### src/rtl/mii_rmii_pkg.sv
package mii_rmii_pkg;
  localparam logic [1:0] PREAMBLE_DIBIT = 2'b01;
  localparam logic [1:0] BOGUS_DIBIT    = 2'b10;
  localparam logic [3:0] FALSE_CARRIER_CODE = 4'b1110;

  typedef enum logic [2:0] {
    RX_OUT_IDLE,
    RX_OUT_CARRIER,
    RX_OUT_FALSE,
    RX_OUT_DATA,
    RX_OUT_DATA_NOCRS
  } rxOut_e;

  typedef struct packed {
    logic   txLoad;
    logic   txShift;
    logic   rxLoLoad;
    logic   rxNibDone;
    rxOut_e rxKind;
  } ctrlStrobe_t;
endpackage

### src/rtl/mii_rmii_ctrl.sv
module mii_rmii_ctrl
  import mii_rmii_pkg::*;
#(
  parameter int SLOW_DIV = 10
) (
  input  logic        clk,
  input  logic        rstN,
  input  logic        speed100,
  input  logic        crsDv,
  input  logic [1:0]  rxDibit,
  output ctrlStrobe_t strobe,
  output logic        txClk,
  output logic        rxClk
);
  typedef enum logic [1:0] {ST_IDLE, ST_CARRIER, ST_FALSE, ST_FRAME} rxState_e;

  logic slowTick;
  logic tick;

  if (SLOW_DIV > 1) begin : g_div
    localparam int CW = $clog2(SLOW_DIV);
    localparam logic [CW-1:0] LAST = CW'(SLOW_DIV - 1);
    logic [CW-1:0] cnt;
    always_ff @(posedge clk or negedge rstN) begin
      if (!rstN)            cnt <= '0;
      else if (cnt == LAST) cnt <= '0;
      else                  cnt <= cnt + CW'(1);
    end
    assign slowTick = (cnt == LAST);
  end else begin : g_nodiv
    assign slowTick = 1'b1;
  end

  assign tick = speed100 | slowTick;

  rxState_e state, stateNx;
  logic txPhase, rxPhase, crsLo, gone, goneNx;
  logic preamble, bogus, startFrame, frameEnd;

  assign preamble   = crsDv && (rxDibit == PREAMBLE_DIBIT);
  assign bogus      = crsDv && (rxDibit == BOGUS_DIBIT);
  assign startFrame = tick && preamble && (state == ST_IDLE || state == ST_CARRIER);
  assign frameEnd   = !crsLo && !crsDv;
  assign goneNx     = gone | !crsLo | !crsDv;

  always_comb begin
    stateNx = state;
    if (tick) begin
      unique case (state)
        ST_IDLE, ST_CARRIER: begin
          if (!crsDv)        stateNx = ST_IDLE;
          else if (preamble) stateNx = ST_FRAME;
          else if (bogus)    stateNx = ST_FALSE;
          else               stateNx = ST_CARRIER;
        end
        ST_FALSE: if (!crsDv) stateNx = ST_IDLE;
        ST_FRAME: if (rxPhase && frameEnd) stateNx = ST_IDLE;
        default:  stateNx = ST_IDLE;
      endcase
    end
  end

  always_comb begin
    strobe.txLoad    = tick && !txPhase;
    strobe.txShift   = tick && txPhase;
    strobe.rxLoLoad  = tick && (startFrame || !rxPhase);
    strobe.rxNibDone = tick && rxPhase && !startFrame;
    if (state == ST_FRAME) begin
      if (frameEnd)    strobe.rxKind = RX_OUT_IDLE;
      else if (goneNx) strobe.rxKind = RX_OUT_DATA_NOCRS;
      else             strobe.rxKind = RX_OUT_DATA;
    end else begin
      unique case (stateNx)
        ST_FALSE:   strobe.rxKind = RX_OUT_FALSE;
        ST_CARRIER: strobe.rxKind = RX_OUT_CARRIER;
        default:    strobe.rxKind = RX_OUT_IDLE;
      endcase
    end
  end

  always_ff @(posedge clk or negedge rstN) begin
    if (!rstN) begin
      state   <= ST_IDLE;
      txPhase <= 1'b0;
      rxPhase <= 1'b0;
      crsLo   <= 1'b0;
      gone    <= 1'b0;
    end else begin
      state <= stateNx;
      if (tick) txPhase <= !txPhase;
      if (startFrame) rxPhase <= 1'b1;
      else if (tick)  rxPhase <= !rxPhase;
      if (strobe.rxLoLoad) crsLo <= crsDv;
      if (strobe.rxNibDone && state == ST_FRAME) gone <= frameEnd ? 1'b0 : goneNx;
    end
  end

  assign txClk = txPhase;
  assign rxClk = rxPhase;

  AST_TICK_SPACING: assert property (@(posedge clk) disable iff (!rstN)
    (!speed100 && tick) |=> (!tick || speed100));
  AST_STROBE_EXCL: assert property (@(posedge clk) disable iff (!rstN)
    $onehot0({strobe.rxLoLoad, strobe.rxNibDone}) && $onehot0({strobe.txLoad, strobe.txShift}));
  AST_FRAME_EXIT: assert property (@(posedge clk) disable iff (!rstN)
    (state == ST_FRAME) |=> (state == ST_FRAME || state == ST_IDLE));
endmodule

### src/rtl/mii_rmii_datapath.sv
module mii_rmii_datapath
  import mii_rmii_pkg::*;
(
  input  logic        clk,
  input  logic        rstN,
  input  ctrlStrobe_t strobe,
  input  logic        miiTxEn,
  input  logic [3:0]  miiTxd,
  input  logic [1:0]  rxDibit,
  input  logic        rxEr,
  output logic        rmiiTxEn,
  output logic [1:0]  rmiiTxd,
  output logic [3:0]  miiRxd,
  output logic        miiRxDv,
  output logic        miiRxEr,
  output logic        miiCrs
);
  logic [1:0] txHi, rxLo;
  logic       erLo;

  always_ff @(posedge clk or negedge rstN) begin
    if (!rstN) begin
      rmiiTxd  <= '0;
      rmiiTxEn <= 1'b0;
      txHi     <= '0;
    end else if (strobe.txLoad) begin
      rmiiTxd  <= miiTxd[1:0];
      txHi     <= miiTxd[3:2];
      rmiiTxEn <= miiTxEn;
    end else if (strobe.txShift) begin
      rmiiTxd  <= txHi;
    end
  end

  always_ff @(posedge clk or negedge rstN) begin
    if (!rstN) begin
      rxLo    <= '0;
      erLo    <= 1'b0;
      miiRxd  <= '0;
      miiRxDv <= 1'b0;
      miiRxEr <= 1'b0;
      miiCrs  <= 1'b0;
    end else begin
      if (strobe.rxLoLoad) begin
        rxLo <= rxDibit;
        erLo <= rxEr;
      end
      if (strobe.rxNibDone) begin
        unique case (strobe.rxKind)
          RX_OUT_DATA, RX_OUT_DATA_NOCRS: begin
            miiRxd  <= {rxDibit, rxLo};
            miiRxDv <= 1'b1;
            miiRxEr <= erLo | rxEr;
            miiCrs  <= (strobe.rxKind == RX_OUT_DATA);
          end
          RX_OUT_FALSE: begin
            miiRxd  <= FALSE_CARRIER_CODE;
            miiRxDv <= 1'b0;
            miiRxEr <= 1'b1;
            miiCrs  <= 1'b1;
          end
          RX_OUT_CARRIER: begin
            miiRxd  <= '0;
            miiRxDv <= 1'b0;
            miiRxEr <= 1'b0;
            miiCrs  <= 1'b1;
          end
          default: begin
            miiRxd  <= '0;
            miiRxDv <= 1'b0;
            miiRxEr <= 1'b0;
            miiCrs  <= 1'b0;
          end
        endcase
      end
    end
  end

  AST_TX_HOLD: assert property (@(posedge clk) disable iff (!rstN)
    !(strobe.txLoad || strobe.txShift) |=> ($stable(rmiiTxd) && $stable(rmiiTxEn)));
  AST_FALSE_CODE: assert property (@(posedge clk) disable iff (!rstN)
    (miiRxEr && !miiRxDv) |-> (miiRxd == FALSE_CARRIER_CODE && miiCrs));
  AST_IDLE_QUIET: assert property (@(posedge clk) disable iff (!rstN)
    (!miiCrs && !miiRxDv) |-> (!miiRxEr && miiRxd == 4'd0));
endmodule

### src/rtl/mii_rmii_bridge.sv
module mii_rmii_bridge
  import mii_rmii_pkg::*;
#(
  parameter int SLOW_DIV = 10
) (
  input  logic       refClk,
  input  logic       rstN,
  input  logic       speed100,
  input  logic       fullDuplex,
  input  logic       miiTxEn,
  input  logic [3:0] miiTxd,
  input  logic       miiTxEr,
  output logic       miiTxClk,
  output logic       miiRxClk,
  output logic       miiRxDv,
  output logic [3:0] miiRxd,
  output logic       miiRxEr,
  output logic       miiCrs,
  output logic       miiCol,
  output logic       rmiiTxEn,
  output logic [1:0] rmiiTxd,
  input  logic       rmiiCrsDv,
  input  logic [1:0] rmiiRxd,
  input  logic       rmiiRxEr
);
  ctrlStrobe_t strobe;

  mii_rmii_ctrl #(.SLOW_DIV(SLOW_DIV)) u_ctrl (
    .clk(refClk), .rstN(rstN), .speed100(speed100), .crsDv(rmiiCrsDv),
    .rxDibit(rmiiRxd), .strobe(strobe), .txClk(miiTxClk), .rxClk(miiRxClk)
  );

  mii_rmii_datapath u_dp (
    .clk(refClk), .rstN(rstN), .strobe(strobe), .miiTxEn(miiTxEn),
    .miiTxd(miiTxd), .rxDibit(rmiiRxd), .rxEr(rmiiRxEr),
    .rmiiTxEn(rmiiTxEn), .rmiiTxd(rmiiTxd), .miiRxd(miiRxd),
    .miiRxDv(miiRxDv), .miiRxEr(miiRxEr), .miiCrs(miiCrs)
  );

  assign miiCol = !fullDuplex && miiCrs && miiTxEn;

  AST_COL_FULL_DUPLEX: assert property (@(posedge refClk) disable iff (!rstN)
    fullDuplex |-> !miiCol);
  AST_TXER_IGNORED: assert property (@(posedge refClk) disable iff (!rstN)
    (miiTxEr && strobe.txLoad) |=> (rmiiTxd == $past(miiTxd[1:0]) && rmiiTxEn == $past(miiTxEn)));
endmodule

### config.mk
export PLATFORM = sky130hd
export DESIGN_NAME = mii_rmii_bridge
export DESIGN_NICKNAME = d
export VERILOG_FILES = /design/src/rtl/mii_rmii_pkg.sv /design/src/rtl/mii_rmii_ctrl.sv /design/src/rtl/mii_rmii_datapath.sv /design/src/rtl/mii_rmii_bridge.sv
export SDC_FILE = /design/constraint.sdc
export NUM_CORES = 1
export LEC_CHECK = 0
export BUFFER_PORTS_ARGS = -buffer_cell sky130_fd_sc_hd__buf_2
export CAP_MARGIN = 20
export CORE_ASPECT_RATIO = 0.8
export CORE_UTILIZATION = 45
export DETAILED_ROUTE_END_ITERATION = 10
export PLACE_DENSITY = 0.68
export SLEW_MARGIN = 20
export SYNTH_ARGS = -nofsm -noshare
export SYNTH_HDL_FRONTEND = slang
export SYNTH_SLANG_ARGS = --single-unit
### constraint.sdc
create_clock -name refClk -period 2.3 [get_ports refClk]
set_input_delay 0.115 -clock refClk [delete_from_list [all_inputs] [get_ports refClk]]
set_output_delay 0.115 -clock refClk [all_outputs]
set_load 0.005 [all_outputs]
======== Yosys cells after proc, flatten, opt, wreduce, memory -nomap -nowiden ========
Cells that the tools add are included.
storage, ports and cells
  bits of input ports ..................... 14
  word-level logic and storage cells ...... 81
  output and inout bits ................... 13
  flip-flop bits (word level) ............. 25
cells by class
  bitwise operators ....................... 4
  equal/unequal tests ..................... 12
  $add $sub $neg .......................... 1
  reduce and logical (&&, ||, !) cells .... 28
  muxes and demuxes ....................... 21
operators by type and width
  kind                   number
  $mux W2                8
  $logic_and A1 B1 Y1    14
  $mux W3                3
  $eq A2 B2 Y1 const B   4
  $pmux W4 S2            1
  $eq A2 B1 Y1 const B   3
  $eq A3 B2 Y1 const B   2
  $logic_not A1 Y1       6
  $pmux W2 S3            1
  $reduce_or A2 Y1       3
  $add A4 B1 Y4 const B  1
  $eq A4 B4 Y1 const B   1
  $mux W1                4
  $mux W4                1
  $or A1 B1 Y1           4
  $pmux W1 S2            2
  $pmux W2 S2            1
  $reduce_bool A2 Y1     2
  $eq A3 B1 Y1 const B   1
  $eq A3 B3 Y1 const B   1
  $logic_not A2 Y1       1
  $logic_or A1 B1 Y1     2

======== Longest topological paths before layout ========
Gate-level depths: netlist (run 1).
  depth in word-level cells ............... 13
  gate-level depth with buffers ........... 6
  depth with buffers taken out ............ 5

======== By module ========
A second synthesis (run 1) with hierarchy kept.
second synthesis, totals
  cells, all modules ...................... 125
  area total of the unflattened synthesis .. 1318.8 sq um
modules (own cells, without submodules)
  module             area an instance (sq um)  cells each  sequential area each (sq um)  times used
  mii_rmii_datapath  659.4                     58          375.4                         1
  mii_rmii_ctrl      650.6                     66          250.2                         1
  mii_rmii_bridge    8.8                       1           0.0                           1

======== Worst setup path before layout (run 1) ========
No wires, ideal clock.
  path kind ............................... reg-to-reg
  start ................................... register u_ctrl.g_div.cnt[1]
  end ..................................... register u_dp.miiCrs
  arrival ................................. 1505 ps
  slack ................................... 676 ps
  library setup time ...................... 120 ps
  data required time ...................... 2180 ps
  stages on the path, launching flop included .. 6
  buffers on the path ..................... 0
  clock period less this slack ............ 1624 ps
  cells stage by stage .................... dfrtp_1 -> nor4bb_4 -> o22ai_1 -> a221o_1 -> xnor2_1 -> o22a_2
between the ends
  word-level cells in the longest chain between the ends .. 9
  elaborated cells on any way between the ends .. 19
  those cells by class .................... 7 x eq/ne; 4 x mux; 1 x bitwise; 7 x reduce/logical
ends and longest elaborated chain
  element                                       RTL line                 source
  start: declaration                            mii_rmii_ctrl.sv:23      logic [CW-1:0] cnt;
  start signal: assignment                      mii_rmii_ctrl.sv:27      else cnt <= cnt + CW'(1);
  $eq A4 B4 Y1 *                                mii_rmii_ctrl.sv:29      assign slowTick = (cnt == LAST);
  $or A1 B1 Y1 *                                mii_rmii_ctrl.sv:34      assign tick = speed100 | slowTick;
  $mux W2 *                                     mii_rmii_ctrl.sv:48      if (tick) begin
  via u_ctrl.stateNx[1]                         mii_rmii_ctrl.sv:36      rxState_e state, stateNx;
  $eq A2 B1 Y1 or $eq A2 B2 Y1 (tied branches)  mii_rmii_ctrl.sv:73      unique case (stateNx)
  $pmux W2 S2 *                                 mii_rmii_ctrl.sv:73
  $mux W3 *                                     mii_rmii_ctrl.sv:68      if (state == ST_FRAME) begin
  $eq A3 B2 Y1, or another cell as far along    mii_rmii_datapath.sv:49  unique case (strobe.rxKind)
  $reduce_or A2 Y1 (on tied branches)           --
  $pmux W1 S2 *                                 mii_rmii_datapath.sv:49
  end signal: assignment                        mii_rmii_datapath.sv:54  miiCrs <= (strobe.rxKind == RX_OUT_DATA);
  end: declaration                              mii_rmii_datapath.sv:16  output logic miiCrs
The timed path passes the listed nets; every way through them passes the cells marked *.
A chain may end at the register's enable or synchronous reset.

======== Worst setup path after layout (run 1) ========
  start ................................... register u_ctrl.g_div.cnt[1]
  end ..................................... register u_dp.miiRxEr
between the ends
  word-level cells in the longest chain between the ends .. 9
  elaborated cells on any way between the ends .. 17
  those cells by class .................... 6 x eq/ne; 4 x mux; 1 x bitwise; 6 x reduce/logical
ends and longest elaborated chain
  element                                       RTL line                 source
  $eq A4 B4 Y1 *                                mii_rmii_ctrl.sv:29
  $or A1 B1 Y1 *                                mii_rmii_ctrl.sv:34
  $mux W2                                       mii_rmii_ctrl.sv:48
  $eq A2 B1 Y1 or $eq A2 B2 Y1 (tied branches)  mii_rmii_ctrl.sv:73
  $pmux W2 S2                                   mii_rmii_ctrl.sv:73
  $mux W3                                       mii_rmii_ctrl.sv:68
  $eq A3 B3 Y1 or $eq A3 B2 Y1 (tied branches)  mii_rmii_datapath.sv:49
  $reduce_or A2 Y1                              mii_rmii_datapath.sv:49
  $pmux W1 S2                                   mii_rmii_datapath.sv:49
  end signal: assignment                        mii_rmii_datapath.sv:53  miiRxEr <= erLo | rxEr;
  end: declaration                              mii_rmii_datapath.sv:15  output logic miiRxEr,
Every way passes the cells marked *; elsewhere a longest branch is shown, timed or not.

==> run metrics, run 1 <==
hold path cells=2; Worst Hold End=u_dp.txHi[0]; core area=0.00225 mm²; chip height=around 47 µm; switching share of power=0.332; GRT overflow=0; Worst Path Required=around 2600 ps; Distinct cells, synth=25; Num Clock Sinks=25; clk_lat worst skew=approximately 320 ps; WP data arrival=between 2000 and 2500 ps; I/O Pins=27; met3 Use GR=0.0496; # fillers=roughly 200; Port Buf Inserts=25; Pwr Total=about 0.0014 W; largest net degree at the start of global routing=26; share of cells above drive strength 1=0.328; grt peak-use layer=met2; antenna violation net count after detailed routing=0; Synth top area share=0.556; vias in the first global route=782; post-CTS setup buffers=0; Avg Vias per Cell=5.33; Setup-failing EPs final=0; Worst-path clk slew=roughly 140 ps; post-synthesis sequential area ratio=0.556; post-synth top area cell=dfrtp_1; Peak VDD IR=roughly 540 µV; HP Class=in2reg; via count=roughly 850; NumNets Final=roughly 150; launching point of the worst reg2reg path=u_ctrl.g_div.cnt[1]; max_slew headroom=0.632; routing usage on met2=0.292; Starting Density=0.500; P_int=about 0.00090 W; violated checks=design-rule violations; CP startpoint kind=flop; all-layer global routing usage=0.178; footprint of the multi-input gates=about 480 µm²; YS warnings=0; Setup Skew=roughly 4.6 ps; status=finished with violations; Iter 0 DRT Violations=39; Clock power frac=0.151; Flop pwr share=0.518; Synth Area in Simple Gates=0.181; top post-synthesis cells by area=dfrtp_1 (56%), mux2_2 (8.0%), nand2_1 (5.0%), nor2_1 (4.7%), o21ai_0 (3.1%); H-tree depth=1; Pre-antenna DRT Iters=7; CTS Root Cell=clkbuf_4; register area=approximately 630 µm²; worst reg2reg path endpoint=u_dp.miiRxEr; Synth Area in Compound Gates=0.113; die width=57.9 µm; Avg Cell Area, Syn=10.9 µm²; XOR/XNOR share of the synthesized area=0.0233; setup_tns=0 ps; Synth Area in Adders=0; post-synthesis mux area share=0.107; final wirelength=between 2000 and 2500 µm; antenna diode count=0; # rows=15; Setup CP Type=reg2reg; routed len/inst=12.6 µm; cts hold-fix bufs=1; CTS buffer count=3; met1 usage=0.236; Yosys reg bits=25; Comb pwr share=0.332; max cap viols=0; r2r setup slk=just over 500 ps; Post-Syn Nets=between 100 and 150; Cell Pwr Density=1020 mW/mm²; final critical-path share of the clock period=0.774; Reg2Reg Depth=5; post-synthesis cell area=roughly 0.0011 mm²; Net Sw Power=approximately 0.00045 W; # DRC=3; largest family of logic cells by synthesized area=simple AND/OR/NAND/NOR gates; Fin. Hold Viols=0; initial antenna violation count=0; Area Growth Syn to Fin=18.0%; Final Critical Period=1780 ps; RSZ-0062 raised after global routing=no; critical path peak fanout=6; Post-Synthesis Cells=roughly 100; Slew Limit Fails=0; CTS tree=built; Slew @ Worst Pin=approximately 550 ps; Detail Placement HPWL=1510 µm; Die ar.=0.00271 mm²; routability cong.=just under 0.8; post-cts sizing count=0; fmax=between 500 and 600 MHz; Leak=between 0.6 and 0.7 nW; first-pass GRT wire length=about 3500 µm; CP endpoint kind=flop; Max clock buf depth=2; min-delay src=miiTxd[2]
## worst max-delay path by stage
stage	slack (ps)	to	from
5_1_grt	330	u_dp.miiRxEr	u_ctrl.g_div.cnt[1]
2_1_floorplan	680	u_dp.miiCrs	u_ctrl.g_div.cnt[1]
3_5_place_dp	560	u_dp.miiRxDv	u_ctrl.g_div.cnt[1]
3_3_place_gp	550	u_dp.miiRxDv	u_ctrl.g_div.cnt[1]
6_report	520	u_dp.miiRxEr	u_ctrl.g_div.cnt[1]
4_1_cts	500	u_dp.miiRxEr	u_ctrl.g_div.cnt[1]
## power by group through the flow
stage               clock network [W]  logic [W]  registers, W
finish                       0.000203   0.000448      0.000699
global route                 0.000225   0.000510      0.000726
CTS                          0.000210   0.000454      0.000702
detailed placement                  0   0.000454      0.000711
global placement                    0   0.000443      0.000703
floorplan                           0   0.000286      0.000704
## metal layers
layer	vias up	wire, µm
li1	423	-
met1	397	992
met2	26	889
met3	2	110
met4	0	17
met5	-	0
## cell families (layout without fill, tap and decap cells)
logic type / after synthesis / in the layout
AND/OR/NAND/NOR: 40 / 40
flip-flops: 25 / 25
AO/OA/AOI/OAI: 20 / 20
multiplexers: 11 / 11
buffers and inverters: 4 / 35
XOR/XNOR: 3 / 3
## worst max-delay path: stages, from the launching register on
cell and delay (ps):
dfrtp_1 480, nor4bb_4 350, or2_4 190, mux2i_1 310
nand2_1 180, a31oi_1 200
## per-stage QoR
stage	setup WS [ps]	hold WS (ps)	cells	instance area [µm²]	util
after floorplan	676	-181	103	1130	-
after global placement	552	126	153	1280	0.568
after detailed placement	558	139	153	1280	0.568
after CTS	501	7.28	158	1320	0.586
after global routing	330	11.0	159	1330	0.590
final	519	22.2	159	1330	0.590
## state kept, by name (all words and copies together), names as in the netlist, 2 cells and up
register / count
u_ctrl.g_div.cnt: 4
u_dp.txHi: 2
u_dp.miiRxd: 4
u_dp.rmiiTxd: 2
u_dp.rxLo: 2
u_ctrl.state: 2
## cell usage in the layout, fill, tap and decap left out
cell and instances:
buf_2 25, dfrtp_1 25, nand2_1 15, nor2_1 14
mux2_2 8, o21ai_0 7, a31oi_1 4, xnor2_1 3
inv_1 3, nand2b_1 3, mux2i_1 3, clkbuf_4 3
and2b_2 2, o22ai_1 2, a41oi_1 2, dlygate4sd3_1 2
nor3b_1 1, nor2b_1 1, nor4bb_4 1, or2_4 1
a21oi_1 1, a221o_1 1, o21ai_1 1, nor2_2 1
o31ai_1 1, o22a_2 1, nand3_1 1, clkinvlp_4 1
buf_4 1
## cells in the mapped netlist
cell type  count
a31oi_1        4
nor2_2         1
a41oi_1        2
buf_6          1
nor3b_1        1
o22a_2         1
o21ai_1        1
o22ai_1        2
mux2_2         8
nand2b_1       3
and2b_2        2
xnor2_1        3
dfrtp_1       25
or2_4          1
nand2_1       15
o31ai_1        1
nor2b_1        1
o21ai_0        7
nor4bb_4       1
a21oi_1        1
inv_1          3
nand3_1        1
nor2_1        14
mux2i_1        3
a221o_1        1
## layout make-up
| cell class | instances | share of cell area |
|---|---|---|
| Clock buffer | 3 | 0.0169 |
| Clock inverter | 1 | 0.00565 |
| Sequential cell | 25 | 0.471 |
| Timing Repair Buffer | 28 | 0.115 |
| Tap cell | 25 | 0.0235 |
| Inverter | 3 | 0.00847 |
| Multi-Input combinational cell | 74 | 0.360 |
(Power assumes the default switching activity.)
==> run 2: changes to the inputs <==
--- a/config.mk
+++ b/config.mk
@@ -10,7 +10,7 @@
 export CORE_ASPECT_RATIO = 0.8
 export CORE_UTILIZATION = 45
 export DETAILED_ROUTE_END_ITERATION = 10
-export PLACE_DENSITY = 0.68
+export PLACE_DENSITY = 0.71
 export SLEW_MARGIN = 20
 export SYNTH_ARGS = -nofsm -noshare
 export SYNTH_HDL_FRONTEND = slang
==> constraint.sdc (replaced) <==
create_clock -name refClk -period 1.6 [get_ports refClk]
set_input_delay 0.08 -clock refClk [delete_from_list [all_inputs] [get_ports refClk]]
set_output_delay 0.08 -clock refClk [all_outputs]
set_load 0.005 [all_outputs]
==> run 2 against run 1 <==
The run ends with design-rule violations, negative setup slack left. Maximum frequency is 3.3% higher. Critical path depth up 1. Utilization is 11 points higher. Critical path type unchanged. Critical endpoint is now u_dp.miiCrs. Largest cell class unchanged. Largest power group unchanged. Highest routed layer unchanged.
==> run metrics, run 2 (synthesis gave the netlist of run 1 again) <==
status=finished with violations; violated checks=design-rule violations, negative setup slack; Pre-antenna DRT Iters=7; max_slew headroom=0.624; # placed instances=around 160; # DRC=1; Cell Pwr Density=1410 mW/mm²; clk_lat worst skew=approximately 320 ps; NumNets Final=about 160; launching point of the worst reg2reg path=u_ctrl.g_div.cnt[2]; Num Clock Sinks=25; final critical-path share of the clock period=1.08; critical path peak fanout=3; Flop pwr share=0.477; r2r setup slk=-120 ps; CP endpoint kind=flop; Setup Skew=2.98 ps; all-layer global routing usage=0.196; P_int=0.00144 W; RSZ-0062 raised after global routing=yes; Setup crit end=u_dp.miiCrs; I/O Pins=27; Fin. Hold Viols=0; Crit-path slowest cell=dfrtp_1; Detail Placement HPWL=between 1500 and 2000 µm; Worst-path clk slew=~130 ps; Avg Vias per Cell=5.45; CTS tree=built; Max stage delay on crit path=around 430 ps; max cap viols=0; final wirelength=2620 µm; Peak VDD IR=around 800 µV; Final Critical Period=about 1700 ps; critical-path cell list=nor4bb_4 -> or2_4 -> mux2i_2 -> buf_4 -> xnor2_1 -> o22a_2; CP startpoint kind=flop; met1 usage=0.233; antenna diode count=0; dpl cell area=~0.0013 mm²; routability cong.=0.809; Starting Density=0.500; Hold Slack=40.3 ps; # rows=15; HP Class=in2reg; most frequent cells in the layout=buf_2 (25), dfrtp_1 (25), nand2_1 (13), nor2_1 (9), buf_4 (9); Area Growth Syn to Fin=39.3%; Iter 0 DRT Violations=33; Largest regs=u_ctrl.g_div.cnt: 4 flops, u_dp.miiRxd: 4 flops; vias in the first global route=just under 900; Post-Layout Inst Area=0.00157 mm²; Die ar.=roughly 0.0027 mm²; first-pass GRT wire length=approximately 3900 µm; largest net degree at the start of global routing=26; routing usage on met2=0.340; Leak=0.745 nW; Post-Layout Cell Count=~170; switching share of power=0.347; via count=948; die width=roughly 58 µm; core area=about 0.0023 mm²; share of cells above drive strength 1=0.463; Setup CP Type=reg2reg; Placement Setup Slack=-41.1 ps; Port Buf Inserts=25; Max clock buf depth=2; routed len/inst=about 15 µm; Reg2Reg Depth=6; CP startpoint=u_ctrl.g_div.cnt[2]; Setup WS post-layout=-124 ps; CTS buffer count=3; chip height=roughly 47 µm; met3 Use GR=0.0689; fmax=between 500 and 600 MHz; antenna violation net count after detailed routing=0; Slew Limit Fails=0; Setup-failing EPs final=7; grt peak-use layer=met2; WP data arrival=approximately 2000 ps; Clock power frac=0.127; Worst Path Required=between 1500 and 2000 ps; worst reg2reg path endpoint=u_dp.miiCrs; CTS Root Cell=clkbuf_4; setup_tns=-316 ps; initial antenna violation count=0; GRT overflow=0; Comb pwr share=0.396; Slew @ Worst Pin=~560 ps; H-tree depth=1; Net Sw Power=0.000767 W
run 2: critical path, delay by kind of cell (launching register included):
kind,cells,cell delay (ps)
flip-flops,1,430
buffers and inverters,1,160
AO/OA/AOI/OAI,1,170
XOR/XNOR,1,60
multiplexers,1,250
AND/OR/NAND/NOR,2,570
run 2: power groups by stage:
| stage | registers [W] | logic (W) | clock network [W] |
|---|---|---|---|
| finish | 0.00106 | 0.000876 | 0.000280 |
| global route | 0.00108 | 0.000959 | 0.000314 |
| detailed placement | 0.00103 | 0.000694 | 0 |
| floorplan | 0.00101 | 0.000412 | 0 |
| CTS | 0.00102 | 0.000708 | 0.000291 |
| global placement | 0.00101 | 0.000667 | 0 |
run 2: through the flow:
stage                util  power (W)
floorplan               -    0.00142
global placement    0.598    0.00168
detailed placement  0.598    0.00173
CTS                 0.637    0.00202
global route        0.697    0.00235
finish              0.697    0.00221
run 2: layout make-up:
class	instances	area (µm²)
well taps	25	31.3
fillers	167	683
multi-input cells	74	568
inverters	3	11.3
repair buffers	43	305
flip-flops and latches	25	626
clock buffers	3	22.5
clock inverters	1	5.00
run 2: worst min path at each step:
stage / slack [ps] / to / from / cells past startpoint
final: 40 / u_dp.miiRxd[3] / rmiiRxd[1] / 3
after global routing: 40 / u_dp.rxLo[1] / rmiiRxd[1] / 2
after CTS: 30 / u_dp.miiRxd[3] / rmiiRxd[1] / 3
after detailed placement: 100 / u_dp.miiRxd[2] / rstN / 1
after global placement: 90 / u_ctrl.gone / rstN / 1
after floorplan: -220 / u_ctrl.crsLo / rstN / 0
run 2: what timing repair did:
| item | in CTS | in global routing |
|---|---|---|
| hold buffers | 5 | 0 |
| cloned | 0 | 1 |
| pin swaps | 2 | 7 |
| gates resized for setup | 1 | 25 |
| setup buffers | 1 | 2 |
| endpoints found under the setup margin | 8 | 15 |
| hold endpoints to repair | 29 | 0 |
run 2: layer usage:
metal	routed length (µm)	vias up
met3	110	2
met1	1180	471
met2	1320	24
met5	0	-
met4	14	0
li1	-	451
==> run 3: changes to the inputs <==
--- a/config.mk
+++ b/config.mk
@@ -6,11 +6,11 @@
 export NUM_CORES = 1
 export LEC_CHECK = 0
 export BUFFER_PORTS_ARGS = -buffer_cell sky130_fd_sc_hd__buf_2
-export CAP_MARGIN = 20
+export CAP_MARGIN = 10
 export CORE_ASPECT_RATIO = 0.8
-export CORE_UTILIZATION = 45
+export CORE_UTILIZATION = 51
 export DETAILED_ROUTE_END_ITERATION = 10
-export PLACE_DENSITY = 0.71
+export PLACE_DENSITY = 0.76
 export SLEW_MARGIN = 20
 export SYNTH_ARGS = -nofsm -noshare
 export SYNTH_HDL_FRONTEND = slang
==> constraint.sdc (replaced) <==
create_clock -name refClk -period 1.8 [get_ports refClk]
set_input_delay 0.09 -clock refClk [delete_from_list [all_inputs] [get_ports refClk]]
set_output_delay 0.09 -clock refClk [all_outputs]
set_load 0.005 [all_outputs]
==> run 3 against run 2 <==
Worst hold slack worse by 3.3 ps. Sequential power fell by 15%. The flow now finishes without violations. Flip-flop and latch count unchanged. Critical path depth down 1. Register-to-register slack improved by 140 ps.
==> run metrics, run 3 (synthesis gave the netlist of run 1 again) <==
first-pass GRT wire length=3490 µm; Setup CP Type=reg2reg; die width=approximately 55 µm; CTS buffer count=3; initial antenna violation count=0; Fin. Hold Viols=0; CP startpoint kind=flop; met2 wire length=around 1000 µm; most frequent cells in the layout=buf_2 (25), dfrtp_1 (24), nand2_1 (15), nor2_1 (14), mux2_2 (8); Slew @ Worst Pin=about 550 ps; antenna diode count=0; Starting Density=0.569; # DRC=0; H-tree depth=1; Cell Pwr Density=between 1000 and 1500 mW/mm²; CTS tree=built; final wirelength=2300 µm; Max stage delay on crit path=470 ps; Port Buf Inserts=25; WL met3=about 91 µm; CTS Root Cell=clkbuf_4; max cap viols=0; setup_tns=0 ps; register area=about 630 µm²; delay-heaviest family, CP=compound AO/OA/AOI/OAI gates; routability cong.=0.836; final critical-path share of the clock period=0.989; critical-path cell list=nor4bb_4 -> o22ai_1 -> a221o_1 -> xnor2_1 -> o22a_2; critical path peak fanout=3; hold path cells=3; # placed instances=between 150 and 200; Leak=about 0.67 nW; Detail Placement HPWL=1580 µm; Crit-path slowest cell=dfrtp_2; critical path depth in cells=5; Critical path buffers and inverters=0; Max clock buf depth=2; chip height=44.0 µm; WP data arrival=between 2000 and 2500 ps; CP endpoint kind=flop; Avg Vias per Cell=5.38; Slew Limit Fails=0; Area Growth Syn to Fin=24.7%; share of cells above drive strength 1=0.355; Largest regs=u_ctrl.g_div.cnt: 4 flops, u_dp.miiRxd: 4 flops; Worst Path Required=~2000 ps; core area=roughly 0.0020 mm²; I/O Pins=27; status=complete, no violations; routed len/inst=between 10 and 15 µm; Num Clock Sinks=25; all-layer global routing usage=0.210; # rows=14; Pre-antenna DRT Iters=4; Setup Skew=between 10 and 15 ps; Reg2Reg Depth=5; Setup-failing EPs final=0; vias in the first global route=789; max layer used=met4; fmax=around 560 MHz; NumNets Final=156; clk_lat worst skew=roughly 330 ps; commonest non-fill, non-tap cell in the layout=buf_2; Peak VDD IR=between 800 and 900 µV; antenna violation net count after detailed routing=0; Iter 0 DRT Violations=15; Die ar.=~0.0024 mm²; Final Critical Period=1780 ps; Final Util=0.709; max_slew headroom=0.636; Post-Layout Cell Count=about 170; footprint of the multi-input gates=495 µm²; GRT overflow=0; via count=slightly below 900; largest net degree at the start of global routing=26; WL met1=around 1200 µm; HP Class=in2reg; # fillers=between 150 and 200; Worst-path clk slew=roughly 150 ps
[run 3: cell count changes in the layout (fill, tap and decap cells not counted), moves of 2 or more]
cell	change
mux2_2	+5
mux2_4	-5
nor2_1	+5
buf_4	-4
nor2_2	-3
a41oi_1	+2
a41oi_2	-2
buf_6	-2
nand2_1	+2
nor2_4	-2
[run 3: routing by layer]
metal / vias to the layer above / global-route usage
met2: 25 / 0.310
met1: 421 / 0.293
met3: 2 / 0.0722
li1: 440 / -
met5: - / 0
met4: 0 / 0.0615
[run 3: worst paths after layout]
| kind | from | endpoint | slack (ps) |
|---|---|---|---|
| setup / recovery | u_ctrl.g_div.cnt[2] | u_dp.miiCrs | 20 |
| hold / removal | rmiiRxd[1] | u_dp.miiRxd[3] | 40 |
| setup reg to reg | u_ctrl.g_div.cnt[2] | u_dp.miiCrs | 20 |
| hold reg to reg | u_dp.rmiiTxd[1] | u_dp.rmiiTxd[1] | 510 |
| max in group asynchronous | rstN | u_ctrl.g_div.cnt[2] | 1150 |
| min in group asynchronous | rstN | u_dp.miiRxd[1] | 260 |
[run 3: layout make-up]
type                            count  share of cell area
Sequential cell                    25               0.447
Clock buffer                        3              0.0160
Inverter                            3             0.00802
Tap cell                           24              0.0214
Clock inverter                      1             0.00357
Multi-Input combinational cell     74               0.353
Timing Repair Buffer               35               0.152
[run 3: timing repair]
action	4_1_cts	5_1_grt
hold endpoints to repair	29	0
buffers inserted	0	2
setup endpoints to repair	5	8
hold buffers	5	0
gates resized for setup	1	3
[run 3: power by group]
| group | internal (W) | switching [W] |
|---|---|---|
| combinational | 0.000322 | 0.000287 |
| sequential | 0.000760 | 0.000144 |
| clock | 0.0000835 | 0.000174 |
[run 3: worst reg2reg max path, cell delays in order (launching register included)]
cell      delay, ps
dfrtp_2         470
nor4bb_4        310
o22ai_1         150
a221o_1         390
xnor2_1         150
o22a_2          200
[run 3: metrics by stage]
step	hold slack, ps	instance area, µm²	worst slack, ps	total power (W)
final	37.0	1400	19.5	0.00177
after global routing	31.3	1400	-7.70	0.00189
after CTS	23.0	1370	5.24	0.00176
after detailed placement	109	1290	-34.1	0.00149
after global placement	99.7	1290	71.9	0.00146
after floorplan	-206	1130	176	0.00127
